File: src/rtl/bitserial_mult.sv
module bitserial_mult #(
  parameter int N = 4
) (
  input  logic         clk,
  input  logic         rst_n,
  input  logic         start,
  input  logic [N-1:0] mcand,
  input  logic         mbit,
  input  logic         mvalid,
  output logic         pbit,
  output logic         pvalid,
  output logic         busy
);
  localparam int LAST = 4 * N;
  localparam int CW   = $clog2(LAST + 2);

  logic [N-1:0]  a_q, b_q, s_q, c1_q, c2_q;
  logic [N-1:0]  ps_in, sum, cout;
  logic [CW-1:0] cnt;

  wire take = start && !busy;
  wire slot = busy && !cnt[0] && (cnt < CW'(2 * N));

  assign ps_in = {1'b0, s_q[N-1:1]};

  for (genvar j = 0; j < N; j++) begin : g_cell
    wire pp = a_q[j] & b_q[j];
    assign sum[j]  = pp ^ ps_in[j] ^ c2_q[j];
    assign cout[j] = (pp & ps_in[j]) | (pp & c2_q[j]) | (ps_in[j] & c2_q[j]);
  end

  always_ff @(posedge clk or negedge rst_n) begin
    if (!rst_n) begin
      a_q  <= '0;
      b_q  <= '0;
      s_q  <= '0;
      c1_q <= '0;
      c2_q <= '0;
      cnt  <= '0;
      busy <= 1'b0;
    end else if (take) begin
      a_q  <= mcand;
      b_q  <= '0;
      s_q  <= '0;
      c1_q <= '0;
      c2_q <= '0;
      cnt  <= '0;
      busy <= 1'b1;
    end else begin
      b_q  <= {b_q[N-2:0], slot && mvalid && mbit};
      s_q  <= sum;
      c1_q <= cout;
      c2_q <= c1_q;
      if (busy) begin
        cnt <= cnt + 1'b1;
        if (cnt == CW'(LAST)) busy <= 1'b0;
      end
    end
  end

  assign pbit   = s_q[0];
  assign pvalid = busy && !cnt[0] && (cnt != '0);

  assert_half_rate_R5: assert property (@(posedge clk) disable iff (!rst_n)
    pvalid |=> !pvalid);

  assert_start_ignored_R7: assert property (@(posedge clk) disable iff (!rst_n)
    (busy && start) |=> $stable(a_q));

  assert_clean_start_R8: assert property (@(posedge clk) disable iff (!rst_n)
    take |=> (s_q == '0 && c1_q == '0 && c2_q == '0 && b_q == '0 && busy));

  assert_ends_on_bit_R6: assert property (@(posedge clk) disable iff (!rst_n)
    $fell(busy) |-> $past(pvalid));

  assert_no_early_bit_R3: assert property (@(posedge clk) disable iff (!rst_n)
    $rose(busy) |-> !pvalid);
endmodule

File: config.mk
export PLATFORM = sky130hd
export DESIGN_NAME = bitserial_mult
export DESIGN_NICKNAME = d
export VERILOG_FILES = /design/src/rtl/bitserial_mult.sv
export SDC_FILE = /design/constraint.sdc
export NUM_CORES = 1
export LEC_CHECK = 0
export ABC_CLOCK_PERIOD_IN_PS = 2660
export BUFFER_PORTS_ARGS = -buffer_cell sky130_fd_sc_hd__buf_2
export CAP_MARGIN = 20
export CORE_MARGIN = 8
export CORE_UTILIZATION = 35
export DETAILED_ROUTE_END_ITERATION = 6
export SYNTH_ARGS = -nofsm -noshare
export SYNTH_HDL_FRONTEND = slang
export SYNTH_SLANG_ARGS = --single-unit
File: constraint.sdc
create_clock -name clk -period 2.66 [get_ports clk]
set_clock_uncertainty 0.1 [all_clocks]
set_input_delay 0.532 -clock clk [delete_from_list [all_inputs] [get_ports clk]]
set_output_delay 0.532 -clock clk [all_outputs]
set_load 0.02 [all_outputs]
==> results.md, run 1 <==
- Largest area contributor in the netlist: dfrtp_1
- Max-slew headroom: 0.6199
- # placed instances: 140
- WP data required: 2030 ps
- CP Capture Type: primary output
- Longest Clk Path Bufs: 2
- Top-level I/O count: 12
- Count of standard-cell rows: 20
- Fmax: 474.1 MHz
- Share of the yosys chip area belonging to registers: 0.5817
- DR WL/cell: 12.00 µm
- Port Buffers: 11
- Layout area overhead: 10.40%
- Sequential cell area: 650.6 µm²
- Syn_nets: 103
- CTS Hold Bufs: 0
- H-tree depth: 1
- Power Density: 873.0 mW/mm²
- HPWL after DPL: 1239 µm
- Max cap viols: 0
- Via count: 645
- ANT cells: 0
- Chip width: 72.53 µm
- FF+latch count, synth: 26
- Slew at the pin closest to its max-slew limit: 570.1 ps
- Final worst path period share: 0.7930
- Final setup viols: 0
- Non-filler cells, final: 144
- Count of cell types in the netlist: 25
- Fillers: 331
- Avg Inst Size Synth: 12.71 µm²
- Min Clock Period, post-route: 2109 ps
- DRT iter0 DRCs: 21
- Critical path arrival: 1480 ps
- # DRC: 0
- Clk Latency, worst-skew pair: 310 ps
- Post-DR vias/cell: 4.479
- Worst vdd ir: 273.4 µV
- Syn. warnings: 0
- Share of the synthesized area in the top cell type: 0.5817
- Core area: 0.003053 mm²
- Postcts setup bufs: 0
- Post-Syn Instances: 88
- CTS tree: done
- Full die area: 0.005261 mm²
- Leak pwr: 0.6017 nW
- Final Wtd Congestion: 0.7835
- GRT Resource Usage Total: 0.07284
- DRT Pass-1 Iters: 2
- RSZ-0062 raised after global routing: false
- Antenna violations before repair: 0
- Dpl ws: 908.2 ps
- Initial Utilization: 0.3664
- Hold Path Class: primary input to asynchronous set/reset pin
- Status: finished, final reports clean
- Largest cells by area after synthesis: dfrtp_1 58%, fa_1 5.4%, mux2_4 5.4%, ha_1 3.4%, nor2b_2 3.1%
- DRT antenna net count: 0
- Die height: 72.53 µm
- CTS clk-pin slew, worst paths: 130 ps
- Critical Path Source Type: register
- Proportion of layout cells with a drive suffix above 1: 0.2400
- CTS resizes: 0
- Pin count of the biggest net entering global routing: 27
- Max FO, Critical Path: 5
- Mapped Area: 0.001119 mm²
- Final Slew Violations: 0
- Global route overflow: 0
- Final setup margin: 550.7 ps
- TNS Setup: 0 ps
- Crit Path Class: register to primary output
- Clk sinks: 26
- Multi-input gate area: 404.1 µm²
- Root buf cell: clkbuf_4
- Nets: 116
- Vias in the first global route: 699
- Most frequent cells in the layout: 26 x dfrtp_1, 11 x buf_2, 9 x inv_1, 8 x nand2_1, 7 x nor2_1
- Fin. Hold Viols: 0
- First-pass GRT wire length: 3049 µm
- Leading cell type in the layout, fill and taps excluded: dfrtp_1
- Clock buffer count from CTS: 3
- Detailed Route WL: 1728 µm
==> stage by stage <==
stage | total power [mW] | utilization | hold slack, ps | cell area (µm²)
6_report | 1.078 | 0.4045 | 98.77 | 1235
5_1_grt | 1.163 | 0.4045 | 113.9 | 1235
4_1_cts | 1.097 | 0.4045 | 109.0 | 1235
3_5_place_dp | 0.9028 | 0.3926 | 345.5 | 1199
3_3_place_gp | 0.8815 | 0.3926 | 339.5 | 1199
2_1_floorplan | 0.8249 | - | 136.4 | 1119
==> cell usage after synthesis <==
library cell,count
nor2_1,7
o31ai_1,1
buf_4,1
nor2b_1,1
a21oi_1,2
nor4_1,1
nand4_1,1
xor2_1,1
nand3_1,2
mux2i_1,1
nor2b_2,4
nor2b_4,1
fa_1,3
a22o_1,2
and2_1,1
xnor2_1,1
nand2_1,8
a31oi_1,1
mux2_4,4
inv_1,9
buf_6,2
and2b_1,4
nor3b_1,1
dfrtp_1,26
ha_1,3
==> logic make-up after synthesis <==
| logic type | share of synthesized area |
|---|---|
| AO/OA/AOI/OAI | 0.03692 |
| multiplexers | 0.06264 |
| flip-flops | 0.5817 |
| AND/OR/NAND/NOR | 0.1589 |
| adder cells (fa/ha/maj) | 0.08725 |
| buffers and inverters | 0.05705 |
| XOR/XNOR | 0.01566 |
==> final cells by class <==
| class | count | area share |
|---|---|---|
| multi-input cells | 50 | 0.3273 |
| clock buffers | 4 | 0.02938 |
| well taps | 44 | 0.04458 |
| flip-flops and latches | 26 | 0.5269 |
| repair buffers | 11 | 0.04458 |
| inverters | 9 | 0.02736 |
==> critical path: stages (launching register included) <==
cell,delay [ps]
dfrtp_1,450
inv_1,90
ha_1,140
nor3b_1,230
a21oi_1,100
buf_2,160
==> routing by layer <==
metal | GRT usage | up-vias | share of wire
met5 | 0 | - | 0
met4 | 0.03111 | 0 | 0.0081
met3 | 0.02755 | 2 | 0.052
met2 | 0.1203 | 10 | 0.48
met1 | 0.08155 | 330 | 0.46
li1 | - | 303 | -
==> path summary, 6_finish.rpt <==
kind                       startpoint  cells after the start       to  slack, ps
max                            cnt[0]                      5   pvalid        550
min                             rst_n                      1   s_q[0]        100
max reg2reg                      busy                      2   a_q[1]       1080
min reg2reg                   c1_q[2]                      1  c2_q[2]        370
max in group asynchronous       rst_n                      1   s_q[2]       1990
min in group clk               mvalid                      3   b_q[0]        330
==> power breakdown <==
group,internal [mW],leakage [nW],switching [mW]
sequential,0.490,0.340,0.0931
combinational,0.158,0.241,0.147
clock,0.0835,0.0210,0.107
==> state kept, by name (all words and copies together) (netlist names) <==
| register | cells |
|---|---|
| a_q | 4 |
| b_q | 4 |
| busy | 1 |
| c1_q | 4 |
| c2_q | 4 |
| cnt | 5 |
| s_q | 4 |
Power figures use the tool's default switching activity.
==> run 2, diff against run 1 <==
--- a/config.mk
+++ b/config.mk
@@ -5,7 +5,8 @@
 export SDC_FILE = /design/constraint.sdc
 export NUM_CORES = 1
 export LEC_CHECK = 0
-export ABC_CLOCK_PERIOD_IN_PS = 2660
+export ABC_AREA = 1
+export ABC_CLOCK_PERIOD_IN_PS = 1800
 export BUFFER_PORTS_ARGS = -buffer_cell sky130_fd_sc_hd__buf_2
 export CAP_MARGIN = 20
 export CORE_MARGIN = 8
==> constraint.sdc (replaced) <==
create_clock -name clk -period 1.8 [get_ports clk]
set_clock_uncertainty 0.1 [all_clocks]
set_input_delay 0.36 -clock clk [delete_from_list [all_inputs] [get_ports clk]]
set_output_delay 0.36 -clock clk [all_outputs]
set_load 0.02 [all_outputs]
==> run 2 against run 1 <==
Compared with the run above:
- largest cell class unchanged
- worst hold slack improved by 18 ps
- power grew 82%
- via count grew 27%
- global-route usage rose by 1.9 points
- non-clock buffer count up 6
- worst setup slack worse by 510 ps
- register-to-register slack worse by 720 ps
- flip-flop and latch count unchanged
==> results.md, run 2 <==
- Mapped Area: 0.001210 mm²
- Final setup viols: 0
- DRT Pass-1 Iters: 4
- Finished Cell Area: 0.001434 mm²
- Top-level I/O count: 12
- Antenna violations before repair: 0
- Clock buffer count from CTS: 3
- Logic pwr share: 0.372
- Leading cell type in the layout, fill and taps excluded: nand2_1
- Final setup margin: 45.56 ps
- Post-Syn Instances: 124
- Pin count of the biggest net entering global routing: 27
- Crit Path Class: register to primary output
- Slew at the pin closest to its max-slew limit: 580.5 ps
- Global route overflow: 0
- First-pass GRT wire length: 3870 µm
- CP Capture Type: primary output
- Post-DR vias/cell: 4.323
- Proportion of layout cells with a drive suffix above 1: 0.2727
- Int Pwr: 1.256 mW
- Status: finished, final reports clean
- Final Util: 0.4297
- Largest area contributor in the netlist: dfrtp_1
- Chip width: 74.80 µm
- Max FO, Critical Path: 3
- DRT iter0 DRCs: 41
- Min Clock Period, post-route: 1754 ps
- Largest Register: cnt
- Most frequent cell after synthesis: nand2_1
- Via count: 817
- Final worst path period share: 0.9747
- Count of cell types in the netlist: 14
- Full die area: 0.005594 mm²
- # placed instances: 180
- H-tree depth: 1
- Commonest cells post-synth: 31 x nand2_1, 28 x inv_1, 26 x dfrtp_1
- Final Wtd Congestion: 0.8239
- Syn_nets: 139
- Critical path arrival: 1290 ps
- Non-filler cells, final: 189
- Share of the yosys chip area belonging to registers: 0.5377
- Share of the synthesized area in the top cell type: 0.5377
- Fmax: 570.0 MHz
- Root buf cell: clkbuf_4
- Total Power: 1.965 mW
- Nets: 159
- Clock power share: 0.212
- GRT Resource Usage Total: 0.09215
- Vias in the first global route: 904
- HPWL after DPL: 1494 µm
- CTS tree: done
- Sw Ratio: 0.3610
- Initial Utilization: 0.3626
- WP data required: 1340 ps
- Die height: 74.80 µm
- Hold Path Class: primary input to register
- Worst vdd ir: 666.1 µV
- Register share of total power: 0.417
- Longest Clk Path Bufs: 2
- Max cap viols: 0
- Max reg flops: 5
- Largest cells by area after synthesis: dfrtp_1 54%, nand2_1 9.6%, nor2_4 9.3%, inv_1 8.7%, fa_1 5.0%
- ANT cells: 0
- Leak pwr: 0.6988 nW
- DR WL/cell: 11.79 µm
- Critical Path Source Type: register
- Port Buffers: 11
- Ys flop type: dfrtp_1
- Clk Latency, worst-skew pair: 340 ps
- RSZ-0062 raised after global routing: true
- Syn. warnings: 0
- Final Slew Violations: 0
- Fin. Hold Viols: 0
- Core area: 0.003337 mm²
- Post-synth EDFFs: 0
- Avg Inst Size Synth: 9.757 µm²
- TNS Setup: 0 ps
- Power Density: 1370 mW/mm²
- Fillers: 337
- # DRC: 0
- Detailed Route WL: 2229 µm
- Clk sinks: 26
- NetSw: 0.7094 mW
- Asr flop ratio synth: 1.000
- FF+latch count, synth: 26
- Cell Area, Placed: 0.001311 mm²
- CTS clk-pin slew, worst paths: 150 ps
- DRT antenna net count: 0
- Count of standard-cell rows: 21
- Post-Route Hold Slack: 116.8 ps
- Most frequent cells in the layout: 30 x nand2_1, 25 x inv_1, 25 x dfrtp_1, 10 x nor2_4, 10 x buf_2
- Layout area overhead: 18.51%
- Dpl ws: 292.5 ps
- Max-slew headroom: 0.6130
==> run 2: final timing paths <==
kind / startpoint / to / slack [ps] / cells past startpoint
min: mcand[0] / a_q[0] / 120 / 3
min reg2reg: c1_q[2] / c2_q[2] / 380 / 2
max in group asynchronous: rst_n / busy / 740 / 2
min in group asynchronous: rst_n / c2_q[2] / 440 / 2
max reg2reg: busy / a_q[3] / 360 / 6
max: cnt[0] / pvalid / 50 / 6
==> run 2: power by group through the flow <==
stage	registers (mW)	logic, mW	clock network, mW
after floorplan	0.822	0.399	0
after global placement	0.818	0.521	0
after detailed placement	0.825	0.546	0
after CTS	0.812	0.661	0.422
after global routing	0.831	0.828	0.450
final	0.819	0.731	0.416
==> run 2: area by class of cell <==
type | count | area [µm²] | share of cell area
inverter | 28 | 105.1 | 0.07330
sequential | 26 | 651.9 | 0.4546
multi-input combinational | 68 | 445.4 | 0.3106
clock buffer | 3 | 22.52 | 0.01571
clock inverter | 1 | 30.03 | 0.02094
timing repair buffer | 17 | 121.4 | 0.08464
tap | 46 | 57.56 | 0.04014
==> run 2: logic make-up after synthesis <==
group                    share of synthesized area
buffers and inverters                       0.1127
flip-flops                                  0.5377
AO/OA/AOI/OAI                              0.02068
adder cells (fa/ha/maj)                    0.08067
AND/OR/NAND/NOR                             0.2482
==> run 2: routing by layer <==
metal	vias up	GRT usage	part of all wire
met1	393	0.1001	0.40
met2	23	0.1539	0.52
li1	395	-	-
met3	6	0.03728	0.067
met5	-	0	0
met4	0	0.04130	0.016
==> run 2: critical path, stage by stage, from the launching register on <==
cell	delay (ps)
dfrtp_1	440
inv_2	80
ha_4	130
nand3_2	70
nand2_2	80
inv_2	30
buf_6	120
==> run 2: what timing repair did <==
item / 4_1_cts / 5_1_grt
hold endpoints to repair: 26 / 0
hold buffers: 1 / 0
setup buffers: 3 / 1
endpoints found under the setup margin: 1 / 1
pin swaps: 0 / 1
gates resized for setup: 5 / 6
